### src/rtl/spi_clkgen_pkg.sv
package spi_clkgen_pkg;

    localparam int CK_DIV_W  = 2;
    localparam int CK_RATE_W = 6;
    localparam int CK_PRE_W  = 1 << CK_DIV_W;

    typedef struct packed {
        logic [CK_DIV_W-1:0]  div;
        logic [CK_RATE_W-1:0] rate;
        logic                 pol;
    } clk_cfg_t;

    typedef enum logic [1:0] {
        EDGE_NONE  = 2'd0,
        EDGE_LEAD  = 2'd1,
        EDGE_TRAIL = 2'd2
    } edge_kind_t;

    // terminal count of the predivider: (2 << d) - 1, i.e. bits 0..d set
    function automatic logic [CK_PRE_W-1:0] pre_last(input logic [CK_DIV_W-1:0] d);
        logic [CK_PRE_W-1:0] r;
        for (int i = 0; i < CK_PRE_W; i++) begin
            r[i] = (i <= int'(d));
        end
        return r;
    endfunction

    function automatic logic [CK_RATE_W-1:0] clamp_rate(input logic [CK_RATE_W-1:0] r,
                                                        input int floor_val);
        return (int'(r) < floor_val) ? CK_RATE_W'(floor_val) : r;
    endfunction

endpackage

### src/rtl/spi_cfg_hold.sv
module spi_cfg_hold
    import spi_clkgen_pkg::*;
#(
    parameter int RATE_MIN = 4
) (
    input  logic                 clk,
    input  logic                 rst,
    input  logic                 en,
    input  logic [CK_DIV_W-1:0]  div_in,
    input  logic [CK_RATE_W-1:0] rate_in,
    input  logic                 pol_in,
    output clk_cfg_t             cfg
);

    always_ff @(posedge clk) begin
        if (rst) begin
            cfg.div  <= '0;
            cfg.rate <= CK_RATE_W'(RATE_MIN);
            cfg.pol  <= 1'b0;
        end else if (!en) begin
            cfg.div  <= div_in;
            cfg.rate <= clamp_rate(rate_in, RATE_MIN);
            cfg.pol  <= pol_in;
        end
    end

endmodule

### src/rtl/spi_prediv.sv
module spi_prediv
    import spi_clkgen_pkg::*;
(
    input  logic                clk,
    input  logic                rst,
    input  logic                en,
    input  logic [CK_DIV_W-1:0] div,
    output logic                tick
);

    logic [CK_PRE_W-1:0] cnt;
    logic                at_end;

    assign at_end = (cnt == pre_last(div));
    assign tick   = en && at_end;

    always_ff @(posedge clk) begin
        if (rst || !en) begin
            cnt <= '0;
        end else if (at_end) begin
            cnt <= '0;
        end else begin
            cnt <= cnt + 1'b1;
        end
    end

endmodule

### src/rtl/spi_halfdiv.sv
module spi_halfdiv
    import spi_clkgen_pkg::*;
(
    input  logic                 clk,
    input  logic                 rst,
    input  logic                 en,
    input  logic                 tick,
    input  logic [CK_RATE_W-1:0] rate,
    output logic                 flip
);

    logic [CK_RATE_W-1:0] cnt;

    assign flip = tick && (cnt == rate);

    always_ff @(posedge clk) begin
        if (rst || !en) begin
            cnt <= '0;
        end else if (tick) begin
            if (cnt == rate) begin
                cnt <= '0;
            end else begin
                cnt <= cnt + 1'b1;
            end
        end
    end

endmodule

### src/rtl/spi_sclk_out.sv
module spi_sclk_out
    import spi_clkgen_pkg::*;
(
    input  logic clk,
    input  logic rst,
    input  logic en,
    input  logic flip,
    input  logic pol_run,
    input  logic pol_idle,
    output logic sclk,
    output logic lead_stb,
    output logic trail_stb
);

    edge_kind_t kind_d;
    edge_kind_t kind_q;

    always_comb begin
        kind_d = EDGE_NONE;
        if (en && flip) begin
            kind_d = (sclk == pol_run) ? EDGE_LEAD : EDGE_TRAIL;
        end
    end

    always_ff @(posedge clk) begin
        if (rst || !en) begin
            sclk   <= pol_idle;
            kind_q <= EDGE_NONE;
        end else begin
            kind_q <= kind_d;
            if (flip) begin
                sclk <= ~sclk;
            end
        end
    end

    assign lead_stb  = (kind_q == EDGE_LEAD);
    assign trail_stb = (kind_q == EDGE_TRAIL);

endmodule

### src/rtl/spi_sclk_prescaler.sv
module spi_sclk_prescaler
    import spi_clkgen_pkg::*;
#(
    parameter int RATE_MIN = 4
) (
    input  logic                 clk,
    input  logic                 rst,
    input  logic                 en,
    input  logic [CK_DIV_W-1:0]  div_sel,
    input  logic [CK_RATE_W-1:0] rate,
    input  logic                 cpol,
    output logic                 sclk,
    output logic                 lead_stb,
    output logic                 trail_stb
);

    clk_cfg_t cfg;
    logic     pre_tick;
    logic     half_flip;

    spi_cfg_hold #(.RATE_MIN(RATE_MIN)) u_cfg (
        .clk     (clk),
        .rst     (rst),
        .en      (en),
        .div_in  (div_sel),
        .rate_in (rate),
        .pol_in  (cpol),
        .cfg     (cfg)
    );

    spi_prediv u_pre (
        .clk  (clk),
        .rst  (rst),
        .en   (en),
        .div  (cfg.div),
        .tick (pre_tick)
    );

    spi_halfdiv u_half (
        .clk  (clk),
        .rst  (rst),
        .en   (en),
        .tick (pre_tick),
        .rate (cfg.rate),
        .flip (half_flip)
    );

    spi_sclk_out u_out (
        .clk       (clk),
        .rst       (rst),
        .en        (en),
        .flip      (half_flip),
        .pol_run   (cfg.pol),
        .pol_idle  (cpol),
        .sclk      (sclk),
        .lead_stb  (lead_stb),
        .trail_stb (trail_stb)
    );

endmodule

### config.mk
export PLATFORM = sky130hd
export DESIGN_NAME = spi_sclk_prescaler
export DESIGN_NICKNAME = d
export VERILOG_FILES = /design/src/rtl/spi_clkgen_pkg.sv /design/src/rtl/spi_cfg_hold.sv /design/src/rtl/spi_prediv.sv /design/src/rtl/spi_halfdiv.sv /design/src/rtl/spi_sclk_out.sv /design/src/rtl/spi_sclk_prescaler.sv
export SDC_FILE = /design/constraint.sdc
export NUM_CORES = 1
export LEC_CHECK = 0
export BUFFER_PORTS_ARGS = -buffer_cell sky130_fd_sc_hd__buf_2
export CAP_MARGIN = 20
export CELL_PAD_IN_SITES_DETAIL_PLACEMENT = 0
export CELL_PAD_IN_SITES_GLOBAL_PLACEMENT = 2
export CORE_MARGIN = 2
export CORE_UTILIZATION = 36
export CTS_CLUSTER_DIAMETER = 200
export DETAILED_ROUTE_END_ITERATION = 16
export GPL_TIMING_DRIVEN = 0
export HOLD_SLACK_MARGIN = 0.06
export PLACE_DENSITY = 0.9
export SLEW_MARGIN = 5
export SYNTH_ARGS = -nofsm -noshare
export SYNTH_HDL_FRONTEND = slang
export SYNTH_SLANG_ARGS = --single-unit
### constraint.sdc
create_clock -name clk -period 3.8 [get_ports clk]
set_input_delay 0.19 -clock clk [delete_from_list [all_inputs] [get_ports clk]]
set_output_delay 0.19 -clock clk [all_outputs]
set_load 0.005 [all_outputs]
==> flow_summary_export.csv <==
group,metric,value,unit
run_status,status,"completed",
critical_path,worstPathCellList,"or3_4 > a21oi_2 > o21ai_2 > o21ai_2",
power_and_ir_drop,power_density,360,mW/mm^2
clock_network,post_cts_buffers,0,
worst_hold_path,hold_class,"in -> reg",
finish,areaGrowthSynthToFinish,13.7,%
detailed_routing,drtAntennaViolNets,0,
synthesis,synth_seq_cells,22,
clock_network,cts-root-buf,"clkbuf_4",
clock_network,htree_levels,1,
critical_path,cpMostUsedCell,"o21ai_2",
synthesis,netlist_instances,105,
grt,grt.total_usage,0.128,
synthesis,synth_fp_nets,119,
critical_path,crit_path_start_kind,"register",
power_and_ir_drop,power_frac_comb,0.095,
sta,setup_tns,0,ns
sta,hold_viol_final,0,
placed_design,portBuffers,13,
power_and_ir_drop,p_leak,0.485,nW
sta,rsz0062_at_grt,"false",
floorplan,die_area,0.00328,sq mm
synthesis,synth.distinct_cells,34,
critical_path,slowest_delay,0.41,ns
synthesis,syn_area,0.00102,sq mm
grt,first_global_vias,754,
critical_path,crit_path_start,"u_cfg.cfg[8]",
detailed_routing,drtIter0Drc,17,
placed_design,gp_congestion,0.768,
floorplan,num_io_pins,15,
finish,final_util,0.425,
floorplan,die_w,57.3,microns
detailed_routing,drc,0,
clock_network,hold_buffers,0,
floorplan,num_rows,19,
clock_network,cts_tree,"done",
placed_design,dp.cells,149,
clock_network,cts_resized,0,
clock_network,clock-sinks,22,
sta,fin_crit_sh,0.432,
job,maxCapViolCount,0,
power_and_ir_drop,power_switching_share,0.237,
clock_network,cts_inserted_buffers,3,
critical_path,required,3.79,ns
sta,relSlewSlack,0.734,
synthesis,yosysSeqAreaShare,0.441,
detailed_routing,drt-vias-per-instance,5.03,
floorplan,start_util,0.373,
floorplan,die_h,57.3,microns
power_and_ir_drop,p_sw,0.0989,mW
grt,grt_start_max_net_pins,13,
power_and_ir_drop,pwr-share-clk,0.311,
clock_network,clock_latency,0.31,ns
clock_network,path_clk_slew,0.12,ns
synthesis,avgSynthCellArea,9.72,sq um
power_and_ir_drop,power_frac_seq,0.594,
sta,worst_slew_pin_slew,0.398,ns
critical_path,crit_fanout,7,
finish,n_fill_cell,279,
sta,slew_viol_final,0,
power_and_ir_drop,vdd_drop_max,0.201,mV
sta,setup_viol,0,
detailed_routing,num_vias,770,
detailed_routing,dr.pass1.iters,4,
detailed_routing,wl_per_cell,11.5,microns
floorplan,core,0.00273,sq mm
power_and_ir_drop,cell_internal_pwr,0.319,mW
finish,fin_cells,153,
finish,diodes,0,
finish,nets,137,
clock_network,clockBufferDepth,2,
placed_design,dp_hpwl,1390,microns
critical_path,arrival,1.63,ns
critical_path,cpMaxStageDelayCell,"or3_4",
detailed_routing,wirelength,1760,microns
grt,antenna_found_initial,0,
critical_path,end_kind,"register",
sta,fmax,610,MHz
grt,grt_pass1_wl,3260,microns
critical_path,r2r-start,"u_cfg.cfg[8]",
sta,min_period,1.64,ns
critical_path,worst-setup-path-type,"reg -> reg",
synthesis,yosys_warnings,0,
worst_hold_path,min_from,"rate[1]",
grt,grt_overflow,0,
finish,drive_above_1_share,0.230,
sta,final.setup_skew,0.00228,ns
final timing paths:
| kind | cells past startpoint | slack, ns | end |
|---|---|---|---|
| hold / removal | 2 | 0.08 | u_cfg.cfg[2] |
| setup reg to reg | 4 | 2.16 | u_out.sclk |
| hold reg to reg | 1 | 0.52 | u_cfg.cfg[2] |
| setup / recovery | 4 | 2.16 | u_out.sclk |
cell families (layout without fill, tap and decap cells):
kind of cell,count (synthesis),after routing,synth area share
buffers and inverters,3,20,0.0147
multiplexers,7,7,0.0686
AND/OR/NAND/NOR,44,44,0.239
flip-flops,22,22,0.441
adder cells (fa/ha/maj),2,2,0.0245
XOR/XNOR,13,13,0.112
AO/OA/AOI/OAI,14,14,0.101
sequential cells by signal, summed over array words and instances, names as in the netlist:
name / count
u_cfg.cfg: 9
u_half.cnt: 6
u_out.kind_q: 2
u_out.sclk: 1
u_pre.cnt: 4
per-stage QoR:
step | power (mW) | setup slack [ns] | area [sq um] | hold slack (ns)
after floorplan | 0.280 | 2.31 | 1020 | 0.316
after global placement | 0.293 | 2.17 | 1120 | 0.403
after detailed placement | 0.294 | 2.14 | 1120 | 0.405
after CTS | 0.422 | 2.12 | 1160 | 0.0775
after global routing | 0.440 | 2.04 | 1160 | 0.0864
final | 0.418 | 2.16 | 1160 | 0.0822
cell type report:
class | count | area (sq um) | share of cell area
timing repair buffer | 13 | 65.1 | 0.0560
multi-input combinational | 80 | 556 | 0.478
buffer | 2 | 11.3 | 0.00970
clock buffer | 4 | 36.3 | 0.0313
tap | 31 | 38.8 | 0.0334
sequential | 22 | 450 | 0.388
inverter | 1 | 3.75 | 0.00323
layer usage:
layer  vias up  track usage  routed length (microns)
li1        397            -                        -
met5         -            0                        0
met2        14        0.199                      777
met4         0       0.0698                       26
met1       355        0.163                      889
met3         4       0.0317                       71
synthesized netlist by cell type:
cell type  number  area [sq um]
a21oi_2         1          8.76
clkbuf_1        1          3.75
nand4bb_1       1          11.3
a22o_1          2          17.5
inv_1           1          3.75
nor2b_1         3          18.8
nor3_2          1          10.0
and3_1          1          6.26
a21oi_1         3          15.0
nand2_1         4          15.0
xor2_1         10          87.6
nand4_1         2          12.5
nand3_1         4          20.0
and2_1          1          6.26
nor3_1          1          5.00
edfxtp_1        1          30.0
or3_4           2          22.5
nor2b_2         1          8.76
xnor2_1         3          26.3
nor2_2          1          6.26
ha_1            2          25.0
or2_2           1          6.26
o21ai_2         2          17.5
o21ai_0         4          20.0
or3_1           2          12.5
mux2i_1         7          70.1
dfxtp_1        21           420
nand2b_1        1          6.26
nor3b_1         1          7.51
nor2_1         15          56.3
nor4_1          2          12.5
a21oi_4         1          16.3
buf_4           1          7.51
o211ai_1        1          7.51
critical path, delay by kind of cell, from the launching register on:
kind | cells | cell delay, ns
and+or+nand+nor | 1 | 0.41
AOI/OAI and AO/OA | 3 | 0.56
DFF | 1 | 0.35
cell usage in the layout (no fill, tap or decap), drive strengths merged:
master and count:
a21oi 5, a22o 2, and2 1, and3 1
buf 14, clkbuf 5, dfxtp 21, edfxtp 1
ha 2, inv 1, mux2i 7, nand2 4
nand2b 1, nand3 4, nand4 2, nand4bb 1
nor2 16, nor2b 4, nor3 2, nor3b 1
nor4 2, o211ai 1, o21ai 6, or2 1
or3 4, xnor2 3, xor2 10
power by group through the flow:
stage | sequential [mW] | clock [mW] | combinational, mW
final | 0.248 | 0.130 | 0.0398
after global routing | 0.250 | 0.145 | 0.0455
after CTS | 0.248 | 0.134 | 0.0404
after detailed placement | 0.253 | 0 | 0.0401
after global placement | 0.253 | 0 | 0.0395
after floorplan | 0.252 | 0 | 0.0286
Note: power is estimated with default switching activity, not from simulation.
